==> src/rtl/inv_track_pkg.sv <==
package inv_track_pkg;

    typedef enum logic [1:0] {
        SLOT_FREE  = 2'd0,
        SLOT_WAIT  = 2'd1,
        SLOT_DRAIN = 2'd2
    } slot_state_e;

    function automatic int unsigned idx_bits(input int unsigned n);
        return (n > 1) ? $clog2(n) : 1;
    endfunction

endpackage

==> src/rtl/inv_pick.sv <==
module inv_pick #(
    parameter int N  = 8,
    parameter int IW = 3
) (
    input  logic [N-1:0]  req,
    output logic [IW-1:0] idx,
    output logic          any
);
    always_comb begin
        idx = '0;
        any = |req;
        for (int i = N - 1; i >= 0; i--) begin
            if (req[i]) idx = IW'(i);
        end
    end
endmodule

==> src/rtl/inv_order_fifo.sv <==
module inv_order_fifo #(
    parameter int DEPTH = 8,
    parameter int W     = 3
) (
    input  logic         clk,
    input  logic         rst,
    input  logic         push,
    input  logic [W-1:0] din,
    input  logic         pop,
    output logic [W-1:0] dout,
    output logic         empty,
    output logic         full
);
    localparam int PW = inv_track_pkg::idx_bits(DEPTH);

    logic [W-1:0]  mem [DEPTH];
    logic [PW-1:0] wp, rp;
    logic [PW:0]   cnt;

    function automatic logic [PW-1:0] bump(input logic [PW-1:0] p);
        return (p == PW'(DEPTH - 1)) ? '0 : p + PW'(1);
    endfunction

    assign dout  = mem[rp];
    assign empty = (cnt == '0);
    assign full  = (cnt == (PW+1)'(DEPTH));

    always_ff @(posedge clk) begin
        if (rst) begin
            wp  <= '0;
            rp  <= '0;
            cnt <= '0;
        end else begin
            if (push) wp <= bump(wp);
            if (pop)  rp <= bump(rp);
            if (push && !pop)      cnt <= cnt + 1'b1;
            else if (!push && pop) cnt <= cnt - 1'b1;
        end
    end

    always_ff @(posedge clk) begin
        if (push) mem[wp] <= din;
    end

    a_r11_no_overflow: assert property (@(posedge clk) disable iff (rst)
        push |-> (!full || pop));
    a_r11_no_underflow: assert property (@(posedge clk) disable iff (rst)
        pop |-> !empty);
endmodule

==> src/rtl/inv_slot.sv <==
module inv_slot #(
    parameter int AW   = 32,
    parameter int TW   = 6,
    parameter int TAGS = 4
) (
    input  logic          clk,
    input  logic          rst,
    input  logic          alloc,
    input  logic          append,
    input  logic          complete,
    input  logic          advance,
    input  logic [AW-1:0] in_addr,
    input  logic [TW-1:0] in_tag,
    output logic          waiting,
    output logic          draining,
    output logic          full,
    output logic          last,
    output logic [AW-1:0] addr_q,
    output logic [TW-1:0] head_tag
);
    import inv_track_pkg::*;

    localparam int RW = idx_bits(TAGS);
    localparam int CW = $clog2(TAGS + 1);

    slot_state_e   state;
    logic [TW-1:0] tags [TAGS];
    logic [CW-1:0] cnt;
    logic [RW-1:0] rd;

    assign waiting  = (state == SLOT_WAIT);
    assign draining = (state == SLOT_DRAIN);
    assign full     = (cnt == CW'(TAGS));
    assign last     = ((CW'(rd) + CW'(1)) == cnt);
    assign head_tag = tags[rd];

    always_ff @(posedge clk) begin
        if (rst) begin
            state  <= SLOT_FREE;
            cnt    <= '0;
            rd     <= '0;
            addr_q <= '0;
        end else begin
            if (alloc) begin
                state  <= SLOT_WAIT;
                addr_q <= in_addr;
                cnt    <= CW'(1);
                rd     <= '0;
            end else if (append) begin
                cnt <= cnt + CW'(1);
            end
            if (complete) state <= SLOT_DRAIN;
            if (advance) begin
                if (last) begin
                    state <= SLOT_FREE;
                    cnt   <= '0;
                    rd    <= '0;
                end else begin
                    rd <= rd + RW'(1);
                end
            end
        end
    end

    always_ff @(posedge clk) begin
        if (alloc)       tags[0]           <= in_tag;
        else if (append) tags[RW'(cnt)]    <= in_tag;
    end

    a_r6_append_room: assert property (@(posedge clk) disable iff (rst)
        append |-> !full);
    a_r4_alloc_free: assert property (@(posedge clk) disable iff (rst)
        alloc |-> (state == SLOT_FREE));
    a_r3_advance_drain: assert property (@(posedge clk) disable iff (rst)
        advance |-> (state == SLOT_DRAIN));
    a_r3_complete_waiting: assert property (@(posedge clk) disable iff (rst)
        complete |-> (state == SLOT_WAIT));
endmodule

==> src/rtl/bypass_inval_tracker.sv <==
module bypass_inval_tracker #(
    parameter int AW      = 32,
    parameter int TW      = 6,
    parameter int ENTRIES = 8,
    parameter int TAGS    = 4
) (
    input  logic          clk,
    input  logic          rst,
    input  logic          wr_valid,
    input  logic [AW-1:0] wr_addr,
    input  logic [TW-1:0] wr_tag,
    output logic          wr_ready,
    output logic          inv_valid,
    output logic [AW-1:0] inv_addr,
    input  logic          cmp_valid,
    input  logic [AW-1:0] cmp_addr,
    output logic          rsp_valid,
    output logic [TW-1:0] rsp_tag,
    output logic          stray_err,
    input  logic          launch_req,
    output logic          launch_ok,
    output logic          launch_grant
);
    localparam int IW = inv_track_pkg::idx_bits(ENTRIES);

    logic [ENTRIES-1:0] wait_v, drain_v, full_v, last_v;
    logic [ENTRIES-1:0] wr_hit_v, cmp_hit_v, free_v;
    logic [ENTRIES-1:0] alloc_v, append_v, advance_v;
    logic [AW-1:0]      s_addr [ENTRIES];
    logic [TW-1:0]      s_tag  [ENTRIES];

    logic          wr_hit, hit_full, free_any, cmp_any, accept;
    logic [IW-1:0] free_idx, cmp_idx, head_idx, unused_hit_idx;
    logic          fifo_empty, fifo_full, fifo_pop;

    assign free_v   = ~(wait_v | drain_v);
    assign wr_hit   = |wr_hit_v;
    assign hit_full = |(wr_hit_v & full_v);
    assign wr_ready = wr_hit ? !hit_full : free_any;
    assign accept   = wr_valid && wr_ready;

    assign inv_valid = accept;
    assign inv_addr  = wr_addr;

    inv_pick #(.N(ENTRIES), .IW(IW)) u_free_pick (
        .req(free_v), .idx(free_idx), .any(free_any));

    inv_pick #(.N(ENTRIES), .IW(IW)) u_cmp_enc (
        .req(cmp_hit_v), .idx(cmp_idx), .any(cmp_any));

    inv_pick #(.N(ENTRIES), .IW(IW)) u_hit_enc (
        .req(wr_hit_v), .idx(unused_hit_idx), .any());

    for (genvar g = 0; g < ENTRIES; g++) begin : g_slot
        assign wr_hit_v[g]  = wait_v[g] && (s_addr[g] == wr_addr);
        assign cmp_hit_v[g] = cmp_valid && wait_v[g] && (s_addr[g] == cmp_addr);
        assign alloc_v[g]   = accept && !wr_hit && free_v[g] && (free_idx == IW'(g));
        assign append_v[g]  = accept && wr_hit_v[g];
        assign advance_v[g] = !fifo_empty && (head_idx == IW'(g));

        inv_slot #(.AW(AW), .TW(TW), .TAGS(TAGS)) u_slot (
            .clk      (clk),
            .rst      (rst),
            .alloc    (alloc_v[g]),
            .append   (append_v[g]),
            .complete (cmp_hit_v[g]),
            .advance  (advance_v[g]),
            .in_addr  (wr_addr),
            .in_tag   (wr_tag),
            .waiting  (wait_v[g]),
            .draining (drain_v[g]),
            .full     (full_v[g]),
            .last     (last_v[g]),
            .addr_q   (s_addr[g]),
            .head_tag (s_tag[g])
        );
    end

    inv_order_fifo #(.DEPTH(ENTRIES), .W(IW)) u_order (
        .clk   (clk),
        .rst   (rst),
        .push  (cmp_any),
        .din   (cmp_idx),
        .pop   (fifo_pop),
        .dout  (head_idx),
        .empty (fifo_empty),
        .full  (fifo_full)
    );

    assign rsp_valid = !fifo_empty;
    assign rsp_tag   = s_tag[head_idx];
    assign fifo_pop  = rsp_valid && last_v[head_idx];

    always_ff @(posedge clk) begin
        if (rst)                       stray_err <= 1'b0;
        else if (cmp_valid && !cmp_any) stray_err <= 1'b1;
    end

    assign launch_ok    = !(|(wait_v | drain_v));
    assign launch_grant = launch_req && launch_ok;

    a_r8_sticky_err: assert property (@(posedge clk) disable iff (rst)
        stray_err |=> stray_err);
    a_r9_no_launch_while_rsp: assert property (@(posedge clk) disable iff (rst)
        rsp_valid |-> !launch_ok);
    a_r7_single_alloc: assert property (@(posedge clk) disable iff (rst)
        $onehot0(alloc_v));
    a_r5_single_match: assert property (@(posedge clk) disable iff (rst)
        $onehot0(wr_hit_v));
    a_r11_order_room: assert property (@(posedge clk) disable iff (rst)
        cmp_any |-> (!fifo_full || fifo_pop));
endmodule

==> config.mk <==
export PLATFORM = sky130hd
export DESIGN_NAME = bypass_inval_tracker
export DESIGN_NICKNAME = d
export VERILOG_FILES = /design/src/rtl/inv_track_pkg.sv /design/src/rtl/inv_pick.sv /design/src/rtl/inv_order_fifo.sv /design/src/rtl/inv_slot.sv /design/src/rtl/bypass_inval_tracker.sv
export SDC_FILE = /design/constraint.sdc
export NUM_CORES = 2
export LEC_CHECK = 0
export BUFFER_PORTS_ARGS = -buffer_cell sky130_fd_sc_hd__buf_2
export CORE_MARGIN = 2
export CORE_UTILIZATION = 65
export CTS_CLUSTER_DIAMETER = 40
export CTS_CLUSTER_SIZE = 28
export DETAILED_ROUTE_END_ITERATION = 12
export GPL_TIMING_DRIVEN = 0
export PLACE_DENSITY = 0.83
export SYNTH_ARGS = -nofsm -noshare
export SYNTH_HDL_FRONTEND = slang
export SYNTH_SLANG_ARGS = --single-unit
==> constraint.sdc <==
create_clock -name clk -period 7.51 [get_ports clk]
set_input_delay 0.751 -clock clk [delete_from_list [all_inputs] [get_ports clk]]
set_output_delay 0.751 -clock clk [all_outputs]
set_load 0.005 [all_outputs]
==> run_results.csv <==
group,metric,value,unit
status,status,"finished, violations left",
status,violations,"capacitance limit, slew limit",
routing,post-route-drc-count,0,
cells_and_area,area_growth,12.8,%
cells_and_area,nNetsFinal,3179,
cts,post_cts_resized,0,
sta,slew_viol_final,36,
synthesis,ys.warnings.count,0,
power,leakagePower,12.2,nW
worst_setup_path,crit_path_end_kind,"register",
die,rows,77,
die,initial_utilization,65.8,%
sta,slew_headroom,-5.89,%
routing,via_per_inst,6.97,
synthesis,ys_top_cells_by_area,"dfxtp_1 (24%), edfxtp_1 (22%), xnor2_1 (9.2%)",
worst_setup_path,ff2ff_path_depth,9,
worst_setup_path,max_stage_delay,1.19,ns
power,p_total,7.65,mW
cts,hold_buffers,0,
worst_setup_path,cp.required,7.78,ns
synthesis,synth_top_area_cell,"dfxtp_1",
synthesis,synthFlopType,"dfxtp_1",
placed_design,dpl.cell_count,3574,
cts,cts_made_buffers,79,
die,dieArea,0.0465,mm²
worst_setup_path,worst-path-buf-inv,2,
routing,routed_wl,121,mm
synthesis,synth_top_area_share,23.5,%
sta,tightest_slew,1.59,ns
synthesis,synth.cell_area,0.0291,mm²
worst_setup_path,r2r-end,"g_slot[0].u_slot.tags[1][2]",
worst_setup_path,slowest_stage,"nor4bb_1",
cells_and_area,drive_above_1_share,12.7,%
global_routing,grt_pass1_wl,171,mm
worst_setup_path,cp_top_family,"simple AND/OR/NAND/NOR gates",
routing,drt_iter0_markers,4824,
synthesis,synth_nets,3042,
sta,rsz0062_at_grt,"false",
sta,setup_tns,0,ns
min_path,hold_path_class,"register to register",
placed_design,gp_congestion,1.04,
sta,fin_crit_sh,83.1,%
worst_setup_path,reg2reg_slack,1.46,ns
synthesis,synthCells,2927,
cts,cts.htree.levels,3,
routing,dr_total_vias,25941,
synthesis,syn_area_per_cell,9.94,µm²
worst_setup_path,crit_cells,10,
placed_design,io_buffers,55,
worst_setup_path,startpoint_type,"input port",
cts,post_cts_buffers,0,
routing,ant_nets,0,
cts,clockBufferDepth,3,
placed_design,hpwl,77.4,mm
cells_and_area,final_area,0.0328,mm²
sta,setup_ws,1.27,ns
sta,whs,0.451,ns
die,io_pins,119,
routing,drt-wirelength-per-cell,32.5,µm
cells_and_area,final_cells,3721,
sta,fin_crit,6.24,ns
die,die_x,216,µm
die,core_area,0.0442,mm²
routing,drt_pass1_iterations,10,
global_routing,track_usage,51.3,%
cts,root_buffer,"clkbuf_16",
cells_and_area,post-route-util,74.2,%
cells_and_area,nFillCells,3000,
power,peakVddDrop,0.243,mV
global_routing,overflow,0,
min_path,hold_start,"g_slot[6].u_slot.state[0]",
cts,cts_tree,"built",
worst_setup_path,critPathArrivalTime,6.51,ns
min_path,whs_path_depth,2,
die,die_h,216,µm
worst_setup_path,crit_chain,"buf_2, xnor2_1, nand4_1, nor4_1, nor4bb_1, nor4_1, nand4_1, clkbuf_1, nand2_1, nor3_1",
synthesis,yosysUniqueCellTypes,62,
worst_setup_path,r2r-start,"g_slot[3].u_slot.addr_q[14]",
cts,clk_latency,0.66,ns
placed_design,pre_cts_ws,1.39,ns
sta,fmax,160,MHz
power,powerDensity,233,mW/mm²
synthesis,ys_seq_area_share,45.8,%
synthesis,synth_seq_cells,558,
flow_run,cap_viol_max_count,4,
sta,setup_violations,0,
worst_setup_path,crit_fanout,10,
global_routing,grt_pass1_vias,25116,
global_routing,antenna_found_initial,3,
sta,clock_skew,0.0373,ns
synthesis,synth_edf_count,216,
global_routing,grt_max_degree,33,
worst_setup_path,crit_type,"input port to register",
synthesis,async_flop_share,0,%
cts,clock_sinks,558,
cts,clk_pin_slew_worst_paths,0.06,ns
placed_design,dpl_cell_area,0.0301,mm²
sta,hold_violations,0,
min_path,holdPathEnd,"g_slot[6].u_slot.state[0]",
[cell usage in the layout (no fill, tap or decap), drive strengths merged, types with 5 or more instances in the layout]
| master | netlist | final |
|---|---|---|
| nor2 | 190 | 190 |
| nor3 | 58 | 58 |
| clkinv | 1 | 23 |
| o31ai | 12 | 12 |
| xor2 | 208 | 208 |
| nand4 | 127 | 127 |
| a21o | 8 | 8 |
| or3 | 7 | 7 |
| nor3b | 13 | 13 |
| mux2i | 125 | 125 |
| dfxtp | 342 | 342 |
| buf | 144 | 199 |
| a21oi | 192 | 192 |
| a31oi | 17 | 17 |
| or4 | 11 | 11 |
| edfxtp | 216 | 216 |
| o21ai | 10 | 10 |
| nor2b | 18 | 18 |
| and2 | 13 | 13 |
| inv | 53 | 77 |
| nand2b | 40 | 40 |
| a21boi | 8 | 8 |
| and3 | 13 | 13 |
| clkbuf | 105 | 190 |
| xnor2 | 307 | 307 |
| o211a | 6 | 6 |
| nand2 | 365 | 365 |
| mux4 | 54 | 54 |
| nand3 | 72 | 72 |
| nor4b | 5 | 5 |
| clkinvlp | 0 | 11 |
| a211oi | 23 | 23 |
| nor4 | 82 | 82 |
| ha | 39 | 39 |
[layout make-up]
| class | instances | area [µm²] | share of cell area, % |
|---|---|---|---|
| inverter | 54 | 203 | 0.618 |
| sequential | 558 | 13300 | 40.6 |
| buffer | 249 | 1300 | 3.96 |
| tap | 592 | 741 | 2.26 |
| timing repair buffer | 56 | 280 | 0.854 |
| clock inverter | 61 | 631 | 1.92 |
| multi-input combinational | 2066 | 14300 | 43.6 |
| clock buffer | 84 | 2030 | 6.18 |
| antenna | 1 | 2.50 | 0.00762 |
[worst max-delay path by stage]
stage | startpoint | to | slack (ns)
finish | wr_addr[14] | g_slot[0].u_slot.tags[1][2] | 1.27
global route | register | rsp_tag[1] | 1.37
CTS | register | rsp_tag[4] | 1.76
detailed placement | wr_addr[14] | g_slot[0].u_slot.tags[1][2] | 1.39
global placement | wr_addr[14] | g_slot[0].u_slot.tags[1][1] | 1.54
floorplan | wr_addr[22] | g_slot[7].u_slot.tags[1][0] | 3.33
[routing by layer]
| metal | GRT usage, % | up-vias | routed length (µm) | part of all wire, % |
|---|---|---|---|---|
| met5 | 0 | - | 36 | 0.030 |
| met4 | 42.4 | 6 | 12200 | 10 |
| li1 | - | 10486 | - | - |
| met3 | 18.3 | 733 | 17600 | 15 |
| met2 | 74.0 | 2548 | 50400 | 42 |
| met1 | 61.7 | 12168 | 40700 | 34 |
[synth_stat cells (all sizes together), types with 11 or more instances]
cell    number
nand2      365
dfxtp      342
xnor2      307
edfxtp     216
xor2       208
a21oi      192
nor2       190
buf        144
nand4      127
mux2i      125
clkbuf     105
nor4        82
nand3       72
nor3        58
mux4        54
inv         53
nand2b      40
ha          39
a211oi      23
nor2b       18
a31oi       17
and2        13
and3        13
nor3b       13
o31ai       12
or4         11
[power by group]
part / leakage, nW / internal (mW) / switching, mW
Clock: 1.28 / 2.17 / 1.64
Sequential: 4.69 / 3.16 / 0.0287
Combinational: 6.21 / 0.181 / 0.462
[sequential cells by signal, summed over array words and instances (netlist names), 3 cells and up, named ones only]
register / cells
g_slot.u_slot.addr_q: 256
g_slot.u_slot.tags: 192
g_slot.u_slot.cnt: 24
u_order.mem: 24
g_slot.u_slot.rd: 16
g_slot.u_slot.state: 16
u_order.cnt: 4
u_order.rp: 3
u_order.wp: 3
[worst reg2reg max path: stages (launching register included)]
cell and delay (ns):
dfxtp_1 0.34, xnor2_1 0.25, nand4_1 0.21, nor4_1 0.96, nor4bb_1 1.19, nor4_1 0.37
nand4_1 0.59, clkbuf_1 0.68, nand2_1 0.17, nor3_1 0.92
[logic make-up (layout without fill, tap and decap cells)]
group | Yosys count | after routing | synth area share, %
AOI/OAI and AO/OA | 300 | 300 | 6.05
xor gates and xnor gates | 515 | 515 | 15.5
adders and majority gates | 40 | 40 | 1.75
buffers and inverters | 303 | 504 | 5.16
DFF | 558 | 558 | 45.8
muxes | 179 | 179 | 8.48
other | 0 | 1 | 0
and+or+nand+nor | 1032 | 1032 | 17.3
Power figures use the tool's default switching activity.
